==> config.mk <==
export PLATFORM = sky130hd
export DESIGN_NAME = vbi_anc_packer
export DESIGN_NICKNAME = d
export VERILOG_FILES = /design/src/rtl/vbi_anc_pkg.sv /design/src/rtl/vbi_capture.sv /design/src/rtl/vbi_emit.sv /design/src/rtl/vbi_byte_fifo.sv /design/src/rtl/vbi_anc_packer.sv
export SDC_FILE = /design/constraint.sdc
export NUM_CORES = 2
export LEC_CHECK = 0
export CAP_MARGIN = 10
export CORE_MARGIN = 2
export CORE_UTILIZATION = 37
export DETAILED_ROUTE_END_ITERATION = 10
export DONT_BUFFER_PORTS = 1
export PLACE_DENSITY = 0.56
export SYNTH_ARGS = -nofsm -noshare
export SYNTH_HDL_FRONTEND = slang
export SYNTH_MEMORY_MAX_BITS = 65536
export SYNTH_SLANG_ARGS = --single-unit
==> constraint.sdc <==
create_clock -name clk -period 20.3 [get_ports clk]
set_input_delay 1.015 -clock clk [delete_from_list [all_inputs] [get_ports clk]]
set_output_delay 1.015 -clock clk [all_outputs]
set_load 0.01 [all_outputs]
==> src/rtl/vbi_anc_pkg.sv <==
package vbi_anc_pkg;

    // Configuration
    localparam int MAX_BYTES  = 48;   // largest payload of one line
    localparam int FIFO_DEPTH = 512;  // bytes held in the packet FIFO
    localparam int LATE_LINE  = 24;   // first line that uses the late-line identifiers
    localparam int LINE_W     = 10;
    localparam int MODE_W     = 4;
    localparam int HDR_BYTES  = 8;    // preamble + ids + internal ids

    // Derived
    localparam int NB_W    = $clog2(MAX_BYTES + 1);
    localparam int PKT_MAX = ((MAX_BYTES + HDR_BYTES + 1 + 3) / 4) * 4;
    localparam int IDX_W   = $clog2(PKT_MAX + 1);
    localparam int LVL_W   = $clog2(FIFO_DEPTH + 1);

    localparam logic [7:0] PRE_LOW  = 8'h00;
    localparam logic [7:0] PRE_HIGH = 8'hFF;
    localparam logic [7:0] FILL_VAL = 8'h00;

    typedef struct packed {
        logic [LINE_W-1:0] line;
        logic              field;
        logic [MODE_W-1:0] mode;
        logic              match1;
        logic              match2;
        logic              err;
        logic [NB_W-1:0]   nbytes;
    } line_info_t;

    typedef enum logic [1:0] {
        CAP_IDLE,
        CAP_FILL,
        CAP_HOLD
    } cap_state_e;

    typedef enum logic {
        EM_WAIT,
        EM_SEND
    } em_state_e;

    // Six value bits topped with even parity and its inverse
    function automatic logic [7:0] guard_byte(input logic [5:0] v);
        logic ev;
        ev = ^v;
        return {~ev, ev, v};
    endfunction

    // Identifier value bits: field picks 15h/17h over 11h/13h, late picks 13h/17h
    function automatic logic [5:0] did_bits(input logic field, input logic late);
        return {3'b010, field, late, 1'b1};
    endfunction

    function automatic logic [IDX_W-1:0] pkt_len(input logic [NB_W-1:0] n);
        int t;
        t = ((int'(n) + HDR_BYTES + 1 + 3) / 4) * 4;
        return IDX_W'(t);
    endfunction

    function automatic logic [5:0] word_count(input logic [NB_W-1:0] n);
        return 6'(int'(pkt_len(n)) / 4 - 2);
    endfunction

    function automatic logic is_late(input logic [LINE_W-1:0] line);
        return line >= LINE_W'(LATE_LINE);
    endfunction

    function automatic logic [7:0] id_hi_byte(input line_info_t i);
        return {3'b000, i.err, i.match1, i.match2, i.line[9:8]};
    endfunction

    function automatic logic [7:0] id_byte(input line_info_t i);
        return guard_byte(did_bits(i.field, is_late(i.line)));
    endfunction

    function automatic logic [7:0] mode_byte(input line_info_t i);
        return guard_byte({2'b00, i.mode});
    endfunction

    function automatic logic [7:0] count_byte(input line_info_t i);
        return guard_byte(word_count(i.nbytes));
    endfunction

    // Checksum contribution of bytes 3..7, modulo 64
    function automatic logic [5:0] hdr_sum(input line_info_t i);
        logic [5:0] s;
        s = id_byte(i)[5:0] + mode_byte(i)[5:0] + count_byte(i)[5:0]
          + i.line[5:0] + id_hi_byte(i)[5:0];
        return s;
    endfunction

endpackage

==> src/rtl/vbi_capture.sv <==
module vbi_capture
    import vbi_anc_pkg::*;
#(
    parameter int SLOTS = MAX_BYTES
) (
    input  logic             clk,
    input  logic             rst,
    input  logic             start,
    input  line_info_t       info_in,
    input  logic             din_valid,
    input  logic [7:0]       din,
    input  logic             release_i,
    input  logic [NB_W-1:0]  rd_idx,
    output logic             ready_o,
    output line_info_t       info_o,
    output logic [5:0]       sum_o,
    output logic [7:0]       rd_byte
);

    cap_state_e      state;
    line_info_t      info;
    logic [NB_W-1:0] cnt;
    logic [5:0]      sum;
    logic [7:0]      slot [SLOTS];
    logic            take;

    assign take = (state == CAP_FILL) && din_valid;

    always_ff @(posedge clk) begin
        if (rst) begin
            state <= CAP_IDLE;
            info  <= '0;
            cnt   <= '0;
            sum   <= '0;
        end else begin
            unique case (state)
                CAP_IDLE: begin
                    if (start) begin
                        info  <= info_in;
                        sum   <= hdr_sum(info_in);
                        cnt   <= '0;
                        state <= (info_in.nbytes == '0) ? CAP_HOLD : CAP_FILL;
                    end
                end
                CAP_FILL: begin
                    if (din_valid) begin
                        sum <= sum + din[5:0];
                        cnt <= cnt + NB_W'(1);
                        if (cnt == info.nbytes - NB_W'(1)) state <= CAP_HOLD;
                    end
                end
                CAP_HOLD: begin
                    if (release_i) state <= CAP_IDLE;
                end
                default: state <= CAP_IDLE;
            endcase
        end
    end

    // One register per payload slot, written when the fill counter points at it
    for (genvar g = 0; g < SLOTS; g++) begin : g_slot
        always_ff @(posedge clk) begin
            if (take && cnt == NB_W'(g)) slot[g] <= din;
        end
    end

    assign ready_o = (state == CAP_HOLD);
    assign info_o  = info;
    assign sum_o   = sum;
    assign rd_byte = slot[rd_idx];

    // the fill counter never passes the announced count
    a_r6_fill_bound: assert property (@(posedge clk) disable iff (rst)
        (state == CAP_FILL) |-> (cnt < info.nbytes));

    // the emitter only releases a line that is fully held
    a_r8_release_held: assert property (@(posedge clk) disable iff (rst)
        release_i |-> (state == CAP_HOLD));

endmodule

==> src/rtl/vbi_emit.sv <==
module vbi_emit
    import vbi_anc_pkg::*;
#(
    parameter int DEPTH = FIFO_DEPTH
) (
    input  logic              clk,
    input  logic              rst,
    input  logic              ready_i,
    input  logic              hblank,
    input  line_info_t        info,
    input  logic [5:0]        sum,
    input  logic [7:0]        data_byte,
    input  logic [LVL_W-1:0]  fifo_level,
    output logic [NB_W-1:0]   data_idx,
    output logic              out_valid,
    output logic [7:0]        out_byte,
    output logic              wr_en,
    output logic              done_o,
    output logic              ovf_o
);

    em_state_e        state;
    logic [IDX_W-1:0] idx;
    logic [IDX_W-1:0] len;
    logic [IDX_W-1:0] cs_pos;
    logic [LVL_W-1:0] room;
    logic             room_short;
    logic             drop;
    logic             ovf;
    logic             last;
    logic [7:0]       sel;

    assign len        = pkt_len(info.nbytes);
    assign cs_pos     = IDX_W'(HDR_BYTES) + IDX_W'(info.nbytes);
    assign room       = LVL_W'(DEPTH) - fifo_level;
    assign room_short = room < LVL_W'(len);
    assign last       = (idx == len - IDX_W'(1));
    assign data_idx   = NB_W'(idx - IDX_W'(HDR_BYTES));

    always_ff @(posedge clk) begin
        if (rst) begin
            state <= EM_WAIT;
            idx   <= '0;
            drop  <= 1'b0;
            ovf   <= 1'b0;
        end else begin
            unique case (state)
                EM_WAIT: begin
                    if (ready_i && hblank) begin
                        state <= EM_SEND;
                        idx   <= '0;
                        drop  <= room_short;
                        if (room_short) ovf <= 1'b1;
                    end
                end
                EM_SEND: begin
                    if (last) state <= EM_WAIT;
                    else      idx   <= idx + IDX_W'(1);
                end
                default: state <= EM_WAIT;
            endcase
        end
    end

    always_comb begin
        if (idx < IDX_W'(HDR_BYTES)) begin
            unique case (idx[2:0])
                3'd0:    sel = PRE_LOW;
                3'd1:    sel = PRE_HIGH;
                3'd2:    sel = PRE_HIGH;
                3'd3:    sel = id_byte(info);
                3'd4:    sel = mode_byte(info);
                3'd5:    sel = count_byte(info);
                3'd6:    sel = info.line[7:0];
                default: sel = id_hi_byte(info);
            endcase
        end else if (idx < cs_pos) begin
            sel = data_byte;
        end else if (idx == cs_pos) begin
            sel = {2'b00, sum};
        end else begin
            sel = FILL_VAL;
        end
    end

    assign out_valid = (state == EM_SEND);
    assign out_byte  = sel;
    assign wr_en     = (state == EM_SEND) && !drop;
    assign done_o    = (state == EM_SEND) && last;
    assign ovf_o     = ovf;

    // Checker-only run length of the current stream burst
    logic [IDX_W:0] run_len;
    always_ff @(posedge clk) begin
        if (rst)            run_len <= '0;
        else if (out_valid) run_len <= run_len + (IDX_W+1)'(1);
        else                run_len <= '0;
    end

    // a burst opens with the zero preamble byte
    a_r1_preamble_head: assert property (@(posedge clk) disable iff (rst)
        $rose(out_valid) |-> (out_byte == 8'h00));

    // protected header bytes carry consistent parity bits
    a_r2_guard_bits: assert property (@(posedge clk) disable iff (rst)
        (out_valid && idx >= IDX_W'(3) && idx <= IDX_W'(5))
            |-> (out_byte[6] == ^out_byte[5:0]) && (out_byte[7] != out_byte[6]));

    // every burst is a whole number of 32-bit words
    a_r7_word_multiple: assert property (@(posedge clk) disable iff (rst)
        $fell(out_valid) |-> (run_len[1:0] == 2'b00));

    // a packet is sent only while its line is held complete
    a_r8_send_needs_line: assert property (@(posedge clk) disable iff (rst)
        out_valid |-> ready_i);

    // the overflow flag never clears without reset
    a_r10_ovf_sticky: assert property (@(posedge clk) disable iff (rst)
        ovf_o |=> ovf_o);

endmodule

==> src/rtl/vbi_byte_fifo.sv <==
module vbi_byte_fifo
    import vbi_anc_pkg::*;
#(
    parameter int DEPTH = FIFO_DEPTH
) (
    input  logic             clk,
    input  logic             rst,
    input  logic             wr_en,
    input  logic [7:0]       wr_data,
    input  logic             rd_en,
    output logic [7:0]       rd_data,
    output logic [LVL_W-1:0] level,
    output logic             empty,
    output logic             full
);

    localparam int ADDR_W = $clog2(DEPTH);

    logic [7:0]        mem [DEPTH];
    logic [ADDR_W-1:0] wr_ptr;
    logic [ADDR_W-1:0] rd_ptr;
    logic              wr_ok;
    logic              rd_ok;

    assign full  = (level == LVL_W'(DEPTH));
    assign empty = (level == '0);
    assign wr_ok = wr_en && !full;
    assign rd_ok = rd_en && !empty;

    always_ff @(posedge clk) begin
        if (wr_ok) mem[wr_ptr] <= wr_data;
    end

    always_ff @(posedge clk) begin
        if (rst) begin
            wr_ptr <= '0;
            rd_ptr <= '0;
            level  <= '0;
        end else begin
            if (wr_ok) wr_ptr <= wr_ptr + ADDR_W'(1);
            if (rd_ok) rd_ptr <= rd_ptr + ADDR_W'(1);
            unique case ({wr_ok, rd_ok})
                2'b10:   level <= level + LVL_W'(1);
                2'b01:   level <= level - LVL_W'(1);
                default: level <= level;
            endcase
        end
    end

    assign rd_data = mem[rd_ptr];

    // the level never goes past the depth
    a_r12_level_bound: assert property (@(posedge clk) disable iff (rst)
        level <= LVL_W'(DEPTH));

    // the room check upstream keeps writes away from a full FIFO
    a_r10_no_write_full: assert property (@(posedge clk) disable iff (rst)
        wr_en |-> !full);

    // a lone read lowers the level by one
    a_r9_read_step: assert property (@(posedge clk) disable iff (rst)
        (rd_ok && !wr_ok) |=> (level == $past(level) - LVL_W'(1)));

endmodule

==> src/rtl/vbi_anc_packer.sv <==
module vbi_anc_packer
    import vbi_anc_pkg::*;
#(
    parameter int DEPTH = FIFO_DEPTH,
    parameter int SLOTS = MAX_BYTES
) (
    input  logic              clk,
    input  logic              rst,
    input  logic              line_start,
    input  logic [LINE_W-1:0] line_num,
    input  logic              field_sel,
    input  logic [MODE_W-1:0] mode_code,
    input  logic              match1,
    input  logic              match2,
    input  logic              edc_err,
    input  logic [NB_W-1:0]   byte_count,
    input  logic              din_valid,
    input  logic [7:0]        din,
    input  logic              hblank,
    output logic              out_valid,
    output logic [7:0]        out_byte,
    input  logic              fifo_rd,
    output logic [7:0]        fifo_data,
    output logic [LVL_W-1:0]  fifo_level,
    output logic              fifo_empty,
    output logic              fifo_full,
    output logic              overflow
);

    line_info_t      info_in;
    line_info_t      info_held;
    logic            line_ready;
    logic            line_done;
    logic [5:0]      csum;
    logic [NB_W-1:0] data_idx;
    logic [7:0]      data_byte;
    logic            wr_en;

    always_comb begin
        info_in.line   = line_num;
        info_in.field  = field_sel;
        info_in.mode   = mode_code;
        info_in.match1 = match1;
        info_in.match2 = match2;
        info_in.err    = edc_err;
        info_in.nbytes = byte_count;
    end

    vbi_capture #(.SLOTS(SLOTS)) u_capture (
        .clk       (clk),
        .rst       (rst),
        .start     (line_start),
        .info_in   (info_in),
        .din_valid (din_valid),
        .din       (din),
        .release_i (line_done),
        .rd_idx    (data_idx),
        .ready_o   (line_ready),
        .info_o    (info_held),
        .sum_o     (csum),
        .rd_byte   (data_byte)
    );

    vbi_emit #(.DEPTH(DEPTH)) u_emit (
        .clk        (clk),
        .rst        (rst),
        .ready_i    (line_ready),
        .hblank     (hblank),
        .info       (info_held),
        .sum        (csum),
        .data_byte  (data_byte),
        .fifo_level (fifo_level),
        .data_idx   (data_idx),
        .out_valid  (out_valid),
        .out_byte   (out_byte),
        .wr_en      (wr_en),
        .done_o     (line_done),
        .ovf_o      (overflow)
    );

    vbi_byte_fifo #(.DEPTH(DEPTH)) u_fifo (
        .clk     (clk),
        .rst     (rst),
        .wr_en   (wr_en),
        .wr_data (out_byte),
        .rd_en   (fifo_rd),
        .rd_data (fifo_data),
        .level   (fifo_level),
        .empty   (fifo_empty),
        .full    (fifo_full)
    );

endmodule

* Word-level counts from Yosys, hierarchy flattened
Memories as Yosys holds them, arrays and structs flattened. A register that Yosys moved wholly into a read port is not among the register bits. Cells that the tools add are included.
Cells by class: add/subtract/negate cells 26, order comparisons 5, equality and inequality tests 67, muxes and demuxes 264, bitwise gates (word level) 6, reductions and logical operators 123
Operators with widths (count):
- $mux W8 | 49
- $reduce_or A8 Y1 | 47
- $mux W6 | 54
- $mux W1 | 147
- $eq A6 B5 Y1 const B | 16
- $eq A6 B6 Y1 const B | 16
- $logic_and A1 B1 Y1 | 54
- $eq A6 B4 Y1 const B | 8
- $pmux W8 S6 | 1
- $pmux W6 S2 | 3
- $add A32 B2 Y32 const B | 1
- $add A32 B3 Y32 const B | 1
- $eq A6 B3 Y1 const B | 4
- $ge A10 B5 Y1 const B | 2
- $pmux W10 S2 | 1
- $add A6 B1 Y6 const B | 3
- $add A6 B6 Y6 | 3
- $add A9 B1 Y9 const B | 2
- $eq A6 B6 Y1 | 3
- $mux W9 | 2
- $reduce_xor A6 Y1 | 3
- $eq A6 B2 Y1 const B | 2
- $logic_not A6 Y1 | 2
- $sub A6 B1 Y6 const B | 2
- 39 further kinds | 65
Word-level totals: bits in registers 75, memory bits (writable) 4480, input bits 38, output and inout port bits 30, logic and storage cells 510, memories 2
Memory list:
- u_fifo.mem | words 512, width 8, read ports 1, clocked after Yosys merged registers in 1, wr ports 1, RTL line vbi_byte_fifo.sv:19 | logic [7:0] mem [DEPTH];
- u_capture.slot | words 48, width 8, read ports 1, clocked after Yosys merged registers in 0, wr ports 1, RTL line vbi_capture.sv:24 | logic [7:0] slot [SLOTS];

* Longest topological paths before layout
word-level depth 53, depth in mapped cells 17, depth with buffers taken out 17

* Hierarchy
A second synthesis with hierarchy kept.
Unflattened totals: cell total of the unflattened synthesis 9489, area, all modules 182062.1 um^2
By module, submodules not included:
- vbi_byte_fifo | instances 1, cells each 8225, area an instance 163121.4 um^2, seq. area each 123738.7 um^2
- vbi_capture | instances 1, cells each 1084, area an instance 17526.8 um^2, seq. area each 12291.8 um^2
- vbi_emit | instances 1, cells each 180, area an instance 1413.9 um^2, seq. area each 180.2 um^2

* Worst setup path before layout
No wires, ideal clock.
kind flip-flop to flip-flop, start point reg u_emit.idx[1], end point mem u_fifo.mem[0][3], data pin, setup time 3.074 ns, arrival 16.406 ns, required time 17.226 ns, slack 0.820 ns, cell stages (with the launch flop) 9, path buffers 3, clock period less this slack 19.480 ns, cells stage by stage dfxtp_1 > buf_2 > clkbuf_1 > buf_1 > inv_1 > ha_1 > nor2_1 > a311oi_1 > o221ai_1
Between the ends: longest elaborated chain between the ends 4, elaborated cells on any way between the ends 17, those cells by class add/sub (1); order compare (2); eq/ne (7); mux (4); reduce/logical (2); memory (1)
RTL lines:
- start: declaration | RTL line vbi_emit.sv:23 | logic [IDX_W-1:0] idx;
- start signal: assignment | RTL line vbi_emit.sv:58 | else idx <= idx + IDX_W'(1);
- $sub A6 B4 Y6, or another cell as far along | RTL line vbi_emit.sv:38 | assign data_idx = NB_W'(idx - IDX_W'(HDR_BYTES));
- $mem_v2 Z48 W8, or another cell as far along
- $mux W8 or $pmux W8 S6 (tied branches) | RTL line vbi_emit.sv:77, vbi_emit.sv:67
- $mux W8 (*) | RTL line vbi_emit.sv:66 | if (idx < IDX_W'(HDR_BYTES)) begin
- via out_byte[3] | RTL line vbi_anc_packer.sv:21 | output logic [7:0] out_byte,
- end: declaration | RTL line vbi_byte_fifo.sv:19
The timed path passes the listed nets; every way through them passes the cells marked *.

==> flow_summary.json <==
{
  "netlist_instances": 8664,
  "gp_congestion": 0.809,
  "portBuffers": 0,
  "peakVddDrop_mv": 0.0862,
  "drt-total-wl_mm": 453,
  "fin_skew_ps": 103,
  "drc": 0,
  "antenna_left": 0,
  "maxSlewViolCount": 0,
  "path_clk_slew_ps": 60,
  "ys_seq_area_share_pct": 76.2,
  "cts.sinks": 4564,
  "arrival_ps": 8130,
  "dieArea_sq_um": 488000,
  "powerDensity_nw_per_um2": 112,
  "synth-edff-count": 4480,
  "core.rowCount": 255,
  "end_kind": "output port",
  "start_kind": "register",
  "grt_util_all_layers_pct": 18.2,
  "setup_viol": 0,
  "mappedNetlistArea_sq_um": 179000,
  "path_class": "register to output port",
  "swShare_pct": 25.0,
  "antenna_found_initial": 14,
  "die_x_um": 699,
  "root_buffer": "clkbuf_16",
  "syn_nets": 8777,
  "finalCritPeriodShare_pct": 45.0,
  "htreeDepth": 5,
  "crit_chain": "buf_4 > buf_4 > buf_4 > buf_4 > buf_4 > mux4_2 > o22ai_1 > nor2_1 > o21ai_0 > o211ai_1 > nor3_1 > nor3_1 > buf_4",
  "seq_power_share_pct": 47.5,
  "power_leakage_nw": 60.3,
  "initial_utilization_pct": 37.1,
  "fmax_mhz": 109,
  "grt_pass1_vias": 88611,
  "rsz0062_at_grt": "false",
  "hold_class": "input port to register",
  "yosysMostFrequentCell": "edfxtp_1",
  "outcome": "finished, final reports clean",
  "yosys_warnings": 0,
  "insertion_delay_ps": 1070,
  "async_flop_share_pct": 0,
  "cpPeakStageDelay_ps": 940,
  "timing.setup.tns_ps": 0,
  "grt_pass1_wl_mm": 649,
  "synthTopCellsByCount": "edfxtp_1, mux4_2, nor2_1",
  "syn_to_final_growth_pct": 12.4,
  "path_max_fanout": 50,
  "internal_power_mw": 16.8,
  "overflow": 0,
  "placed_cell_area_sq_um": 186000,
  "routedWlPerCell_um": 29.0,
  "clock_path_buffers": 4,
  "slowest_stage": "buf_4",
  "final_nets": 8894,
  "via_per_inst": 5.53,
  "cp.required_ps": 19290,
  "die_height_um": 699,
  "cpMostUsedCell": "buf_4",
  "max_cap_viol_count": 0,
  "synth_top_area_cell": "edfxtp_1",
  "filler_cell_count": 41522,
  "io_pins": 68,
  "avgSynthCellArea_sq_um": 20.6,
  "drt_iter0_drc": 8752,
  "r2r_slack_ps": 13610,
  "synthTopCellsByArea": "edfxtp_1, mux4_2, nor2_1",
  "vias": 86174,
  "drive_gt1_share_pct": 22.2,
  "stdcell_area_sq_um": 201000,
  "hpwl_mm": 268,
  "synth-main-ff-cell": "edfxtp_1",
  "switching_power_mw": 5.62,
  "synth.distinct_cells": 69,
  "synth_top_area_share_pct": 75.3,
  "grt_max_degree": 178,
  "p_clk_share_pct": 37.1,
  "p_comb_share_pct": 15.4,
  "drt-pass1-iter-count": 6,
  "min_period_ps": 9140,
  "ys_seq_elements": 4564,
  "slew_headroom_pct": 9.49,
  "cts_tree": "done",
  "tightest_slew_ps": 1360,
  "cp_num_buf_inv": 6,
  "cts_buffers": 458,
  "final-hold-violation-count": 0,
  "post_cts_resized": 0,
  "critPathTopFamily": "buffers and inverters",
  "core-area_sq_um": 481000
}
state kept, by name, indices dropped and copies added, names as in the netlist, named ones only:
signal / count
u_fifo.mem: 4096
u_capture.slot: 384
u_capture.info_o: 24
u_fifo.level: 10
u_fifo.rd_ptr: 9
u_fifo.wr_ptr: 9
u_capture.cnt: 6
u_capture.sum_o: 6
u_emit.idx: 6
u_capture.state: 2
u_emit.drop: 1
u_emit.out_valid: 1
u_emit.ovf_o: 1
cell families (layout without fill, tap and decap cells):
family	count (synthesis)	in the layout	synth area share, %
other	0	4	0
adders and majority gates	75	75	0.576
and+or+nand+nor	1339	1339	3.11
xor gates and xnor gates	65	65	0.331
AOI/OAI and AO/OA	598	598	2.09
buffers and inverters	583	1083	1.54
muxes	1440	1440	16.1
DFF	4564	4564	76.2
worst register-to-register path, stage by stage (launching register included):
cell and delay, ps:
dfxtp_4 660, buf_4 750, mux4_2 470, mux4_2 300
mux2i_1 120, nand2_1 100, o21ai_1 100, a2bb2oi_1 180
a22oi_2 240, buf_4 300, buf_4 670, buf_4 880
buf_12 550, buf_4 920
stage by stage:
stage / total power, mW / util, % / setup slack, ps / std cells / hold WS [ps]
after floorplan: 13.6 / - / 820 / 8664 / 433
after global placement: 14.3 / 38.6 / 11780 / 14729 / 457
after detailed placement: 14.4 / 38.6 / 11820 / 14734 / 460
after CTS: 22.7 / 41.7 / 10770 / 15589 / 0.0129
after global routing: 23.2 / 41.7 / 10370 / 15590 / 37.8
final: 22.4 / 41.7 / 11160 / 15593 / 93.9
cell usage in the layout, fill, tap and decap left out, types with 8 or more instances in the layout:
| cell type | instances |
|---|---|
| a211o_1 | 8 |
| a211oi_1 | 97 |
| a21oi_1 | 137 |
| a22oi_1 | 13 |
| buf_12 | 16 |
| buf_4 | 142 |
| bufinv_16 | 42 |
| clkbuf_1 | 82 |
| clkbuf_16 | 461 |
| clkinv_1 | 113 |
| clkinv_16 | 8 |
| clkinv_2 | 99 |
| clkinvlp_4 | 12 |
| dfxtp_1 | 77 |
| dlygate4sd3_1 | 11 |
| edfxtp_1 | 4480 |
| fa_1 | 12 |
| ha_1 | 63 |
| inv_1 | 63 |
| inv_6 | 9 |
| mux2_2 | 26 |
| mux2i_1 | 269 |
| mux4_2 | 1145 |
| nand2_1 | 224 |
| nand3_1 | 110 |
| nand3_4 | 16 |
| nand4_1 | 24 |
| nor2_1 | 854 |
| nor2b_1 | 9 |
| nor3_1 | 35 |
| o211ai_1 | 19 |
| o21ai_0 | 138 |
| o221ai_1 | 23 |
| o22ai_1 | 108 |
| or3_1 | 9 |
| xnor2_1 | 36 |
| xor2_1 | 27 |
timing repair:
action,in CTS,in global routing
hold buffers,12,0
buffers inserted,0,0
hold endpoints to repair,146,0
power groups by stage:
stage / Clock [mW] / Combinational [mW] / Sequential [mW]
final: 8.33 / 3.45 / 10.7
after CTS: 8.48 / 3.53 / 10.7
after floorplan: 0 / 2.55 / 11.1
after global routing: 8.82 / 3.71 / 10.7
after detailed placement: 0 / 3.51 / 10.9
after global placement: 0 / 3.46 / 10.9
cell type report:
type	count	area, sq um	area share (%)
inverter	65	245	0.122
clock buffer	547	11900	5.92
multi-input combinational	3517	40000	19.9
antenna	4	10.0	0.00498
sequential	4564	136000	67.8
tap	6425	8040	4.00
clock inverter	296	2800	1.40
timing repair buffer	175	1580	0.787
per-layer routing:
layer | global-route usage [%] | routed length (um) | share of wire (%)
met5 | 0 | 0 | 0
met4 | 4.51 | 11200 | 2.5
met3 | 3.07 | 29400 | 6.5
met2 | 29.8 | 220000 | 49
met1 | 25.3 | 192000 | 42
worst paths after layout:
check                                    start                                end  cells past startpoint
max                                   register                       fifo_data[6]                     13
min                                     din[3]    u_capture.slot[24][3]$_DFFE_PP_                      0
max reg2reg         u_emit.idx[0]$_SDFFE_PP0P_       u_fifo.mem[424][4]$_DFFE_PP_                     13
min reg2reg  u_capture.info_o[15]$_SDFFE_PP0P_  u_capture.info_o[15]$_SDFFE_PP0P_                      2
Note: power is estimated with default switching activity, not from simulation.
